[config.mk]
export PLATFORM = sky130hd
export DESIGN_NAME = dac_frame_tx
export DESIGN_NICKNAME = d
export VERILOG_FILES = /design/src/rtl/dac_tx_pkg.sv /design/src/rtl/dac_tx_timer.sv /design/src/rtl/dac_tx_shifter.sv /design/src/rtl/dac_tx_seq.sv /design/src/rtl/dac_frame_tx.sv
export SDC_FILE = /design/constraint.sdc
export NUM_CORES = 1
export LEC_CHECK = 0
export ABC_AREA = 1
export BUFFER_PORTS_ARGS = -buffer_cell sky130_fd_sc_hd__buf_2
export CORE_MARGIN = 5
export CORE_UTILIZATION = 25
export CTS_CLUSTER_SIZE = 10
export DETAILED_ROUTE_END_ITERATION = 10
export GPL_TIMING_DRIVEN = 0
export PLACE_DENSITY_LB_ADDON = 0.12
export SYNTH_ARGS = -nofsm -noshare
export SYNTH_HDL_FRONTEND = slang
export SYNTH_SLANG_ARGS = --single-unit
[constraint.sdc]
create_clock -name clk_i -period 1.5 [get_ports clk_i]
set_input_delay 0.075 -clock clk_i [delete_from_list [all_inputs] [get_ports clk_i]]
set_output_delay 0.075 -clock clk_i [all_outputs]
set_load 0.01 [all_outputs]
[src/rtl/dac_tx_pkg.sv]
package dac_tx_pkg;
  localparam int FRAME_W = 24;
  localparam int MODE_W  = 2;
  localparam int CODE_W  = 16;
  localparam int PAD_W   = FRAME_W - MODE_W - CODE_W;
  localparam int MON_W   = 16;

  typedef enum logic [2:0] {
    ST_IDLE = 3'd0,
    ST_LEAD = 3'd1,
    ST_HIGH = 3'd2,
    ST_LOW  = 3'd3,
    ST_GAP  = 3'd4
  } tx_state_e;

  function automatic logic [FRAME_W-1:0] build_frame(
    input logic              rst_req,
    input logic [MODE_W-1:0] mode,
    input logic [CODE_W-1:0] code
  );
    if (rst_req) return '1;
    return {{PAD_W{1'b0}}, mode, code};
  endfunction

  function automatic logic [MON_W-1:0] sat_inc(input logic [MON_W-1:0] v);
    return (&v) ? v : v + MON_W'(1);
  endfunction
endpackage

[src/rtl/dac_tx_timer.sv]
module dac_tx_timer #(
  parameter int CNT_W = 4
) (
  input  logic             clk_i,
  input  logic             rst_ni,
  input  logic             restart_i,
  input  logic [CNT_W-1:0] limit_i,
  output logic             last_o
);
  logic [CNT_W-1:0] cnt_q;

  always_ff @(posedge clk_i or negedge rst_ni) begin
    if (!rst_ni)        cnt_q <= '0;
    else if (restart_i) cnt_q <= '0;
    else                cnt_q <= cnt_q + CNT_W'(1);
  end

  assign last_o = (cnt_q == limit_i - CNT_W'(1));
endmodule

[src/rtl/dac_tx_shifter.sv]
module dac_tx_shifter #(
  parameter int W = 24
) (
  input  logic         clk_i,
  input  logic         rst_ni,
  input  logic         load_i,
  input  logic [W-1:0] data_i,
  input  logic         shift_i,
  output logic         msb_o
);
  logic [W-1:0] sr_q;

  always_ff @(posedge clk_i or negedge rst_ni) begin
    if (!rst_ni)      sr_q <= '0;
    else if (load_i)  sr_q <= data_i;
    else if (shift_i) sr_q <= {sr_q[W-2:0], 1'b0};
  end

  assign msb_o = sr_q[W-1];
endmodule

[src/rtl/dac_tx_seq.sv]
module dac_tx_seq
  import dac_tx_pkg::*;
#(
  parameter int FW       = 24,
  parameter int LEAD_CYC = 1,
  parameter int HALF_CYC = 2,
  parameter int GAP_CYC  = 3,
  parameter int CNT_W    = 3
) (
  input  logic             clk_i,
  input  logic             rst_ni,
  input  logic             accept_i,
  input  logic             last_i,
  input  logic             msb_i,
  output logic [CNT_W-1:0] limit_o,
  output logic             restart_o,
  output logic             shift_o,
  output logic             ready_o,
  output logic             sync_no,
  output logic             sclk_o,
  output logic             sdo_o,
  output logic             done_o
);
  localparam int IDX_W = $clog2(FW);
  localparam logic [IDX_W-1:0] LAST_IDX = IDX_W'(FW - 1);

  tx_state_e        state_q;
  logic [IDX_W-1:0] idx_q;
  logic             end_q;
  logic             final_bit;

  assign final_bit = (state_q == ST_LOW) && last_i && (idx_q == LAST_IDX);
  assign restart_o = accept_i | last_i;
  assign ready_o   = (state_q == ST_IDLE);
  assign shift_o   = last_i && ((state_q == ST_LEAD) ||
                                ((state_q == ST_LOW) && (idx_q != LAST_IDX)));

  always_comb begin
    case (state_q)
      ST_LEAD: limit_o = CNT_W'(LEAD_CYC);
      ST_GAP:  limit_o = CNT_W'(GAP_CYC);
      default: limit_o = CNT_W'(HALF_CYC);
    endcase
  end

  always_ff @(posedge clk_i or negedge rst_ni) begin
    if (!rst_ni) begin
      state_q <= ST_IDLE;
      idx_q   <= '0;
      end_q   <= 1'b0;
      done_o  <= 1'b0;
      sync_no <= 1'b1;
      sclk_o  <= 1'b0;
      sdo_o   <= 1'b0;
    end else begin
      end_q  <= final_bit;
      done_o <= end_q;
      case (state_q)
        ST_IDLE: if (accept_i) begin
          state_q <= ST_LEAD;
          sync_no <= 1'b0;
          idx_q   <= '0;
        end
        ST_LEAD: if (last_i) begin
          state_q <= ST_HIGH;
          sclk_o  <= 1'b1;
          sdo_o   <= msb_i;
        end
        ST_HIGH: if (last_i) begin
          state_q <= ST_LOW;
          sclk_o  <= 1'b0;
        end
        ST_LOW: if (last_i) begin
          if (idx_q == LAST_IDX) begin
            state_q <= ST_GAP;
            sync_no <= 1'b1;
            sdo_o   <= 1'b0;
          end else begin
            state_q <= ST_HIGH;
            sclk_o  <= 1'b1;
            sdo_o   <= msb_i;
            idx_q   <= idx_q + IDX_W'(1);
          end
        end
        ST_GAP: if (last_i) state_q <= ST_IDLE;
        default: state_q <= ST_IDLE;
      endcase
    end
  end

  // done trails frame close by one cycle
  assert_done_after_close_R9: assert property (@(posedge clk_i) disable iff (!rst_ni)
    $rose(sync_no) |=> done_o);
  assert_done_single_R9: assert property (@(posedge clk_i) disable iff (!rst_ni)
    done_o |=> !done_o);
endmodule

[src/rtl/dac_frame_tx.sv]
module dac_frame_tx
  import dac_tx_pkg::*;
#(
  parameter int LEAD_CYC     = 1,
  parameter int HALF_CYC     = 2,
  parameter int GAP_CYC      = 3,
  parameter int CLK_NS       = 10,
  parameter int HI_MIN_NS    = 5,
  parameter int LO_MIN_NS    = 3,
  parameter int PER_MIN_NS   = 33,
  parameter int SETUP_MIN_NS = 10,
  parameter int GAP_MIN_NS   = 33
) (
  input  logic              clk_i,
  input  logic              rst_ni,
  input  logic              cmd_valid_i,
  output logic              cmd_ready_o,
  input  logic              cmd_reset_i,
  input  logic [MODE_W-1:0] cmd_mode_i,
  input  logic [CODE_W-1:0] cmd_code_i,
  output logic              sync_no,
  output logic              sclk_o,
  output logic              sdo_o,
  output logic              done_o
);
  localparam int MAX_A   = (LEAD_CYC > HALF_CYC) ? LEAD_CYC : HALF_CYC;
  localparam int MAX_CYC = (MAX_A > GAP_CYC) ? MAX_A : GAP_CYC;
  localparam int CNT_W   = $clog2(MAX_CYC + 1);
  localparam int FC_W    = $clog2(FRAME_W + 1) + 1;

  logic             accept, last, msb, restart, shift;
  logic [CNT_W-1:0] limit;

  assign accept = cmd_valid_i & cmd_ready_o;

  dac_tx_timer #(.CNT_W(CNT_W)) u_timer (
    .clk_i, .rst_ni, .restart_i(restart), .limit_i(limit), .last_o(last)
  );

  dac_tx_shifter #(.W(FRAME_W)) u_shift (
    .clk_i, .rst_ni, .load_i(accept),
    .data_i(build_frame(cmd_reset_i, cmd_mode_i, cmd_code_i)),
    .shift_i(shift), .msb_o(msb)
  );

  dac_tx_seq #(
    .FW(FRAME_W), .LEAD_CYC(LEAD_CYC), .HALF_CYC(HALF_CYC),
    .GAP_CYC(GAP_CYC), .CNT_W(CNT_W)
  ) u_seq (
    .clk_i, .rst_ni, .accept_i(accept), .last_i(last), .msb_i(msb),
    .limit_o(limit), .restart_o(restart), .shift_o(shift),
    .ready_o(cmd_ready_o), .sync_no, .sclk_o, .sdo_o, .done_o
  );

  // Line timing monitors for the checks below
  logic             sclk_q, seen_q;
  logic [MON_W-1:0] hi_run, lo_run, per_run, lead_run, gap_run;
  logic [FC_W-1:0]  fall_cnt;

  always_ff @(posedge clk_i or negedge rst_ni) begin
    if (!rst_ni) begin
      sclk_q   <= 1'b0;
      seen_q   <= 1'b0;
      hi_run   <= '0;
      lo_run   <= '0;
      per_run  <= '0;
      lead_run <= '0;
      gap_run  <= '0;
      fall_cnt <= '0;
    end else begin
      sclk_q   <= sclk_o;
      seen_q   <= seen_q | ~sync_no;
      hi_run   <= sclk_o ? sat_inc(hi_run) : '0;
      lo_run   <= sclk_o ? '0 : sat_inc(lo_run);
      per_run  <= (sclk_q & ~sclk_o) ? MON_W'(1) : sat_inc(per_run);
      lead_run <= sync_no ? '0 : sat_inc(lead_run);
      gap_run  <= sync_no ? sat_inc(gap_run) : '0;
      fall_cnt <= sync_no ? '0 : fall_cnt + FC_W'(sclk_q & ~sclk_o);
    end
  end

  assert_sclk_idle_R1: assert property (@(posedge clk_i) disable iff (!rst_ni)
    sync_no |-> !sclk_o);
  assert_sdo_moves_on_rise_R1: assert property (@(posedge clk_i) disable iff (!rst_ni)
    !$stable(sdo_o) |-> ($rose(sclk_o) || $rose(sync_no)));
  assert_frame_len_R2: assert property (@(posedge clk_i) disable iff (!rst_ni)
    $rose(sync_no) |-> (fall_cnt == FC_W'(FRAME_W)));
  assert_sclk_high_min_R5: assert property (@(posedge clk_i) disable iff (!rst_ni)
    $fell(sclk_o) |-> (int'(hi_run) * CLK_NS >= HI_MIN_NS));
  assert_sclk_low_min_R5: assert property (@(posedge clk_i) disable iff (!rst_ni)
    $rose(sclk_o) |-> (int'(lo_run) * CLK_NS >= LO_MIN_NS));
  assert_sclk_period_min_R5: assert property (@(posedge clk_i) disable iff (!rst_ni)
    ($fell(sclk_o) && fall_cnt != '0) |-> (int'(per_run) * CLK_NS >= PER_MIN_NS));
  assert_sync_setup_R6: assert property (@(posedge clk_i) disable iff (!rst_ni)
    ($fell(sclk_o) && fall_cnt == '0) |-> (int'(lead_run) * CLK_NS >= SETUP_MIN_NS));
  assert_sync_gap_R7: assert property (@(posedge clk_i) disable iff (!rst_ni)
    ($fell(sync_no) && seen_q) |-> (int'(gap_run) * CLK_NS >= GAP_MIN_NS));
  assert_busy_not_ready_R8: assert property (@(posedge clk_i) disable iff (!rst_ni)
    !sync_no |-> !cmd_ready_o);
endmodule

==> impl_summary.log <==
INFO  metric first_pass_grt_wire_length = 9.273 mm
INFO  metric cp-start-kind = register
INFO  metric cts-buffers-inserted = 5
INFO  metric stdcell_area = 2838 um^2
INFO  metric final_critical_path_setup_slack = -0.07894 ns
INFO  metric clk_path_buf_depth = 2
INFO  metric design.portCount = 27
INFO  metric max_slew_margin = 38.24%
INFO  metric post_detailed_placement_half_perimeter_wirelength = 3.479 mm
INFO  metric clkSinkCount = 39
INFO  metric worst-setup-path-type = reg2reg
INFO  metric groute.usage.overall = 11.51%
INFO  metric hold-worst-slack = 0.009481 ns
INFO  metric antenna_cells = 0
INFO  metric postSynthCellCount = 281
INFO  metric total_power = 5.710 mW
INFO  metric hold_path_depth = 3
INFO  metric port_buffers = 25
INFO  metric num_rows = 33
INFO  metric synthesis_warnings = 0
INFO  metric synth_seq_cells = 39
INFO  metric timing.final.max_slew_violations = 0
INFO  metric cp_max_fo = 6
INFO  metric ir_drop = 585.5 uV
INFO  metric fillers = 870
INFO  metric layout-drive-gt1-share = 32.65%
INFO  metric leakagePower = 1.517 nW
INFO  metric placed_area = 2355 um^2
INFO  metric vias = 1937
INFO  metric start_util = 25.54%
INFO  metric drt_pre_antenna_iters = 4
INFO  metric reg2reg_slack = -0.08 ns
INFO  metric yosys_most_used_dff = sky130_fd_sc_hd__dfrtp_1
INFO  metric design.core.area = 8217 um^2
INFO  metric post_synthesis_instance_area = 2098 um^2
INFO  metric rsz0062_at_grt = true
INFO  metric holdCritPathClass = in2reg
INFO  metric finClkSkew = 0.004847 ns
INFO  metric detail-route-antenna-nets = 0
INFO  metric design.die.area = 10330 um^2
INFO  metric grt_antenna_before_repair = 0
INFO  metric grt_remaining_overflow = 0
INFO  metric gp_congestion = 0.7272
INFO  metric r2r-start = u_seq.idx_q[0]$_DFFE_PN0P_
INFO  metric final.period_utilization = 105.3%
INFO  metric timing.final.hold_violations = 0
INFO  metric maxCapViolations = 0
INFO  metric avgRoutedWirePerCell = 12.34 um
INFO  metric mappedNetlistNets = 304
INFO  metric worstSetupStartpoint = u_seq.idx_q[0]$_DFFE_PN0P_
INFO  metric clock_latency = 0.30 ns
INFO  metric timing_worst_slew_pin_value = 0.9263 ns
INFO  metric status = complete, but fails checks
INFO  metric htree_num_levels = 2
INFO  metric syn-mean-instance-area = 7.467 um^2
INFO  metric crit_arrival = 1.77 ns
INFO  metric grt_start_max_net_pins = 40
INFO  metric total_wirelength = 5.528 mm
INFO  metric floorplan_die_height = 101.6 um
INFO  metric final_net_count = 365
INFO  metric root_buffer = sky130_fd_sc_hd__clkbuf_8
INFO  metric grt_pass1_vias = 1949
INFO  metric vias_per_cell = 4.324
INFO  metric endpoint_type_of_the_worst_setup_path = register
INFO  metric detail_route.drc_violations = 0
INFO  metric setup_viol = 29
INFO  metric cts_tree = built
INFO  metric layout-area-overhead-vs-synth = 35.24%
INFO  metric worst_r2r_path_cells = 11
INFO  metric synth_enable_flop_cells = 0
INFO  metric async_flop_share = 100.0%
INFO  metric rr_endpoint = u_shift.sr_q[7]$_DFFE_PN0P_
INFO  metric power_density = 2012 nW/um^2
INFO  metric violations = setup timing
INFO  metric drt-initial-drc-count = 60
INFO  metric endpoint = u_shift.sr_q[7]$_DFFE_PN0P_
INFO  metric timing.fmax = 633.3 MHz
INFO  metric final_core_utilization = 34.54%
INFO  metric ys_seq_area_share = 46.57%
INFO  metric die-width = 101.6 um
INFO  metric post_synth_num_cell_types = 26
INFO  metric timing.final.crit_period = 1.579 ns
INFO  metric path_clk_slew = 0.08 ns
INFO  metric critical_path_required = 1.70 ns
[kinds of logic after synthesis]
family	synth area share, %
simple gates	38.82
fa+ha+maj	0.5962
xor+xnor	0.8350
flops	46.57
buf+inv	7.930
compound gates	5.247
[synth_stat cells, drive strengths merged, types with 2 or more instances]
cell / number / area share, %
buf: 13 / 4.9
dfrtp: 38 / 45
inv: 16 / 2.9
nand2: 116 / 21
nand3: 39 / 10
nand4: 2 / 0.60
nor2: 27 / 5.4
o21ai: 21 / 5.0
[layout make-up]
type / instances / area [um^2] / area share, %
Sequential cell: 39 / 979.7 / 34.52
Tap cell: 105 / 131.4 / 4.630
Multi-Input combinational cell: 212 / 1042 / 36.73
Timing Repair Buffer: 54 / 397.9 / 14.02
Buffer: 14 / 126.4 / 4.453
Clock buffer: 8 / 100.1 / 3.527
Inverter: 16 / 60.06 / 2.116
[worst max-delay path, cell delays in order (launching register included)]
cell and delay, ns:
sky130_fd_sc_hd__dfrtp_1 0.36, sky130_fd_sc_hd__ha_2 0.20, sky130_fd_sc_hd__nand2_2 0.06, sky130_fd_sc_hd__inv_2 0.06
sky130_fd_sc_hd__nand3_2 0.07, sky130_fd_sc_hd__nand2_2 0.08, sky130_fd_sc_hd__nand2_2 0.06, sky130_fd_sc_hd__nand3_4 0.13
sky130_fd_sc_hd__nand2_4 0.08, sky130_fd_sc_hd__bufbuf_16 0.27, sky130_fd_sc_hd__nand2_1 0.05, sky130_fd_sc_hd__nand2_1 0.04
[power by group]
group / switching, mW / internal, mW / total [mW]
Clock: 0.397 / 0.421 / 0.818
Sequential: 0.237 / 1.42 / 1.66
Combinational: 1.68 / 1.55 / 3.23
Total: 2.31 / 3.40 / 5.71
[state kept, by name (all words and copies together), names as in the netlist]
| name | count |
|---|---|
| u_seq.done_o | 1 |
| u_seq.end_q | 1 |
| u_seq.idx_q | 5 |
| u_seq.sclk_o | 1 |
| u_seq.sdo_o | 1 |
| u_seq.state_q | 3 |
| u_seq.sync_no | 1 |
| u_shift.sr_q | 24 |
| u_timer.cnt_q | 2 |
[per-stage QoR]
stage,instances,setup TNS (ns),setup slack (ns)
floorplan,281,0,0.04371
global placement,411,-3.317,-0.1539
detailed placement,411,-3.547,-0.1598
CTS,442,-0.9550,-0.04933
global route,448,-4.433,-0.1830
finish,448,-1.468,-0.07894
[cell usage in the layout, fill, tap and decap left out]
cell type	count
sky130_fd_sc_hd__inv_2	6
sky130_fd_sc_hd__xnor2_1	1
sky130_fd_sc_hd__nand3b_1	1
sky130_fd_sc_hd__dlygate4sd3_1	1
sky130_fd_sc_hd__o21ai_1	17
sky130_fd_sc_hd__nand3_4	3
sky130_fd_sc_hd__dfrtp_2	2
sky130_fd_sc_hd__nand3_2	2
sky130_fd_sc_hd__ha_2	1
sky130_fd_sc_hd__nand2_4	3
sky130_fd_sc_hd__nor2_4	3
sky130_fd_sc_hd__buf_2	30
sky130_fd_sc_hd__dfstp_2	1
sky130_fd_sc_hd__nand2_2	16
sky130_fd_sc_hd__clkbuf_1	2
sky130_fd_sc_hd__xor2_1	1
sky130_fd_sc_hd__nor4_1	1
sky130_fd_sc_hd__nor2_1	23
sky130_fd_sc_hd__buf_4	23
sky130_fd_sc_hd__o21ai_0	4
sky130_fd_sc_hd__nand3_1	34
sky130_fd_sc_hd__buf_8	3
sky130_fd_sc_hd__bufbuf_16	1
sky130_fd_sc_hd__dfrtp_1	36
sky130_fd_sc_hd__clkbuf_8	7
sky130_fd_sc_hd__nor2_2	1
sky130_fd_sc_hd__or2_2	1
sky130_fd_sc_hd__nand4_1	2
sky130_fd_sc_hd__nand2_1	97
sky130_fd_sc_hd__buf_6	8
sky130_fd_sc_hd__inv_1	10
sky130_fd_sc_hd__buf_12	1
sky130_fd_sc_hd__a21oi_1	1
[how the worst min path moves through the flow]
stage | startpoint | end | slack [ns]
after floorplan | rst_ni | u_seq.done_o$_DFF_PN0_ | -0.22
after global placement | rst_ni | u_seq.state_q[0]$_DFFE_PN0P_ | 0.29
after CTS | cmd_code_i[0] | u_shift.sr_q[0]$_DFFE_PN0P_ | 0.001
final | cmd_code_i[0] | u_shift.sr_q[0]$_DFFE_PN0P_ | 0.009
after global routing | cmd_code_i[0] | u_shift.sr_q[0]$_DFFE_PN0P_ | 0.008
after detailed placement | rst_ni | u_seq.state_q[2]$_DFFE_PN0P_ | 0.28
[layer usage]
metal | global-route usage [%] | share of wire, %
met1 | 15.26 | 48
met2 | 18.31 | 46
met3 | 2.824 | 4.9
met4 | 3.988 | 1.2
met5 | 0 | 0
[what timing repair did]
| action | 4_1_cts | 5_1_grt |
|---|---|---|
| hold buffers | 1 | 0 |
| endpoints found under the setup margin | 32 | 34 |
| cloned | 2 | 0 |
| endpoints found under the hold margin | 38 | 0 |
| setup buffers | 20 | 6 |
| pin swaps | 7 | 4 |
| resized for setup | 32 | 8 |
(Power assumes the default switching activity.)
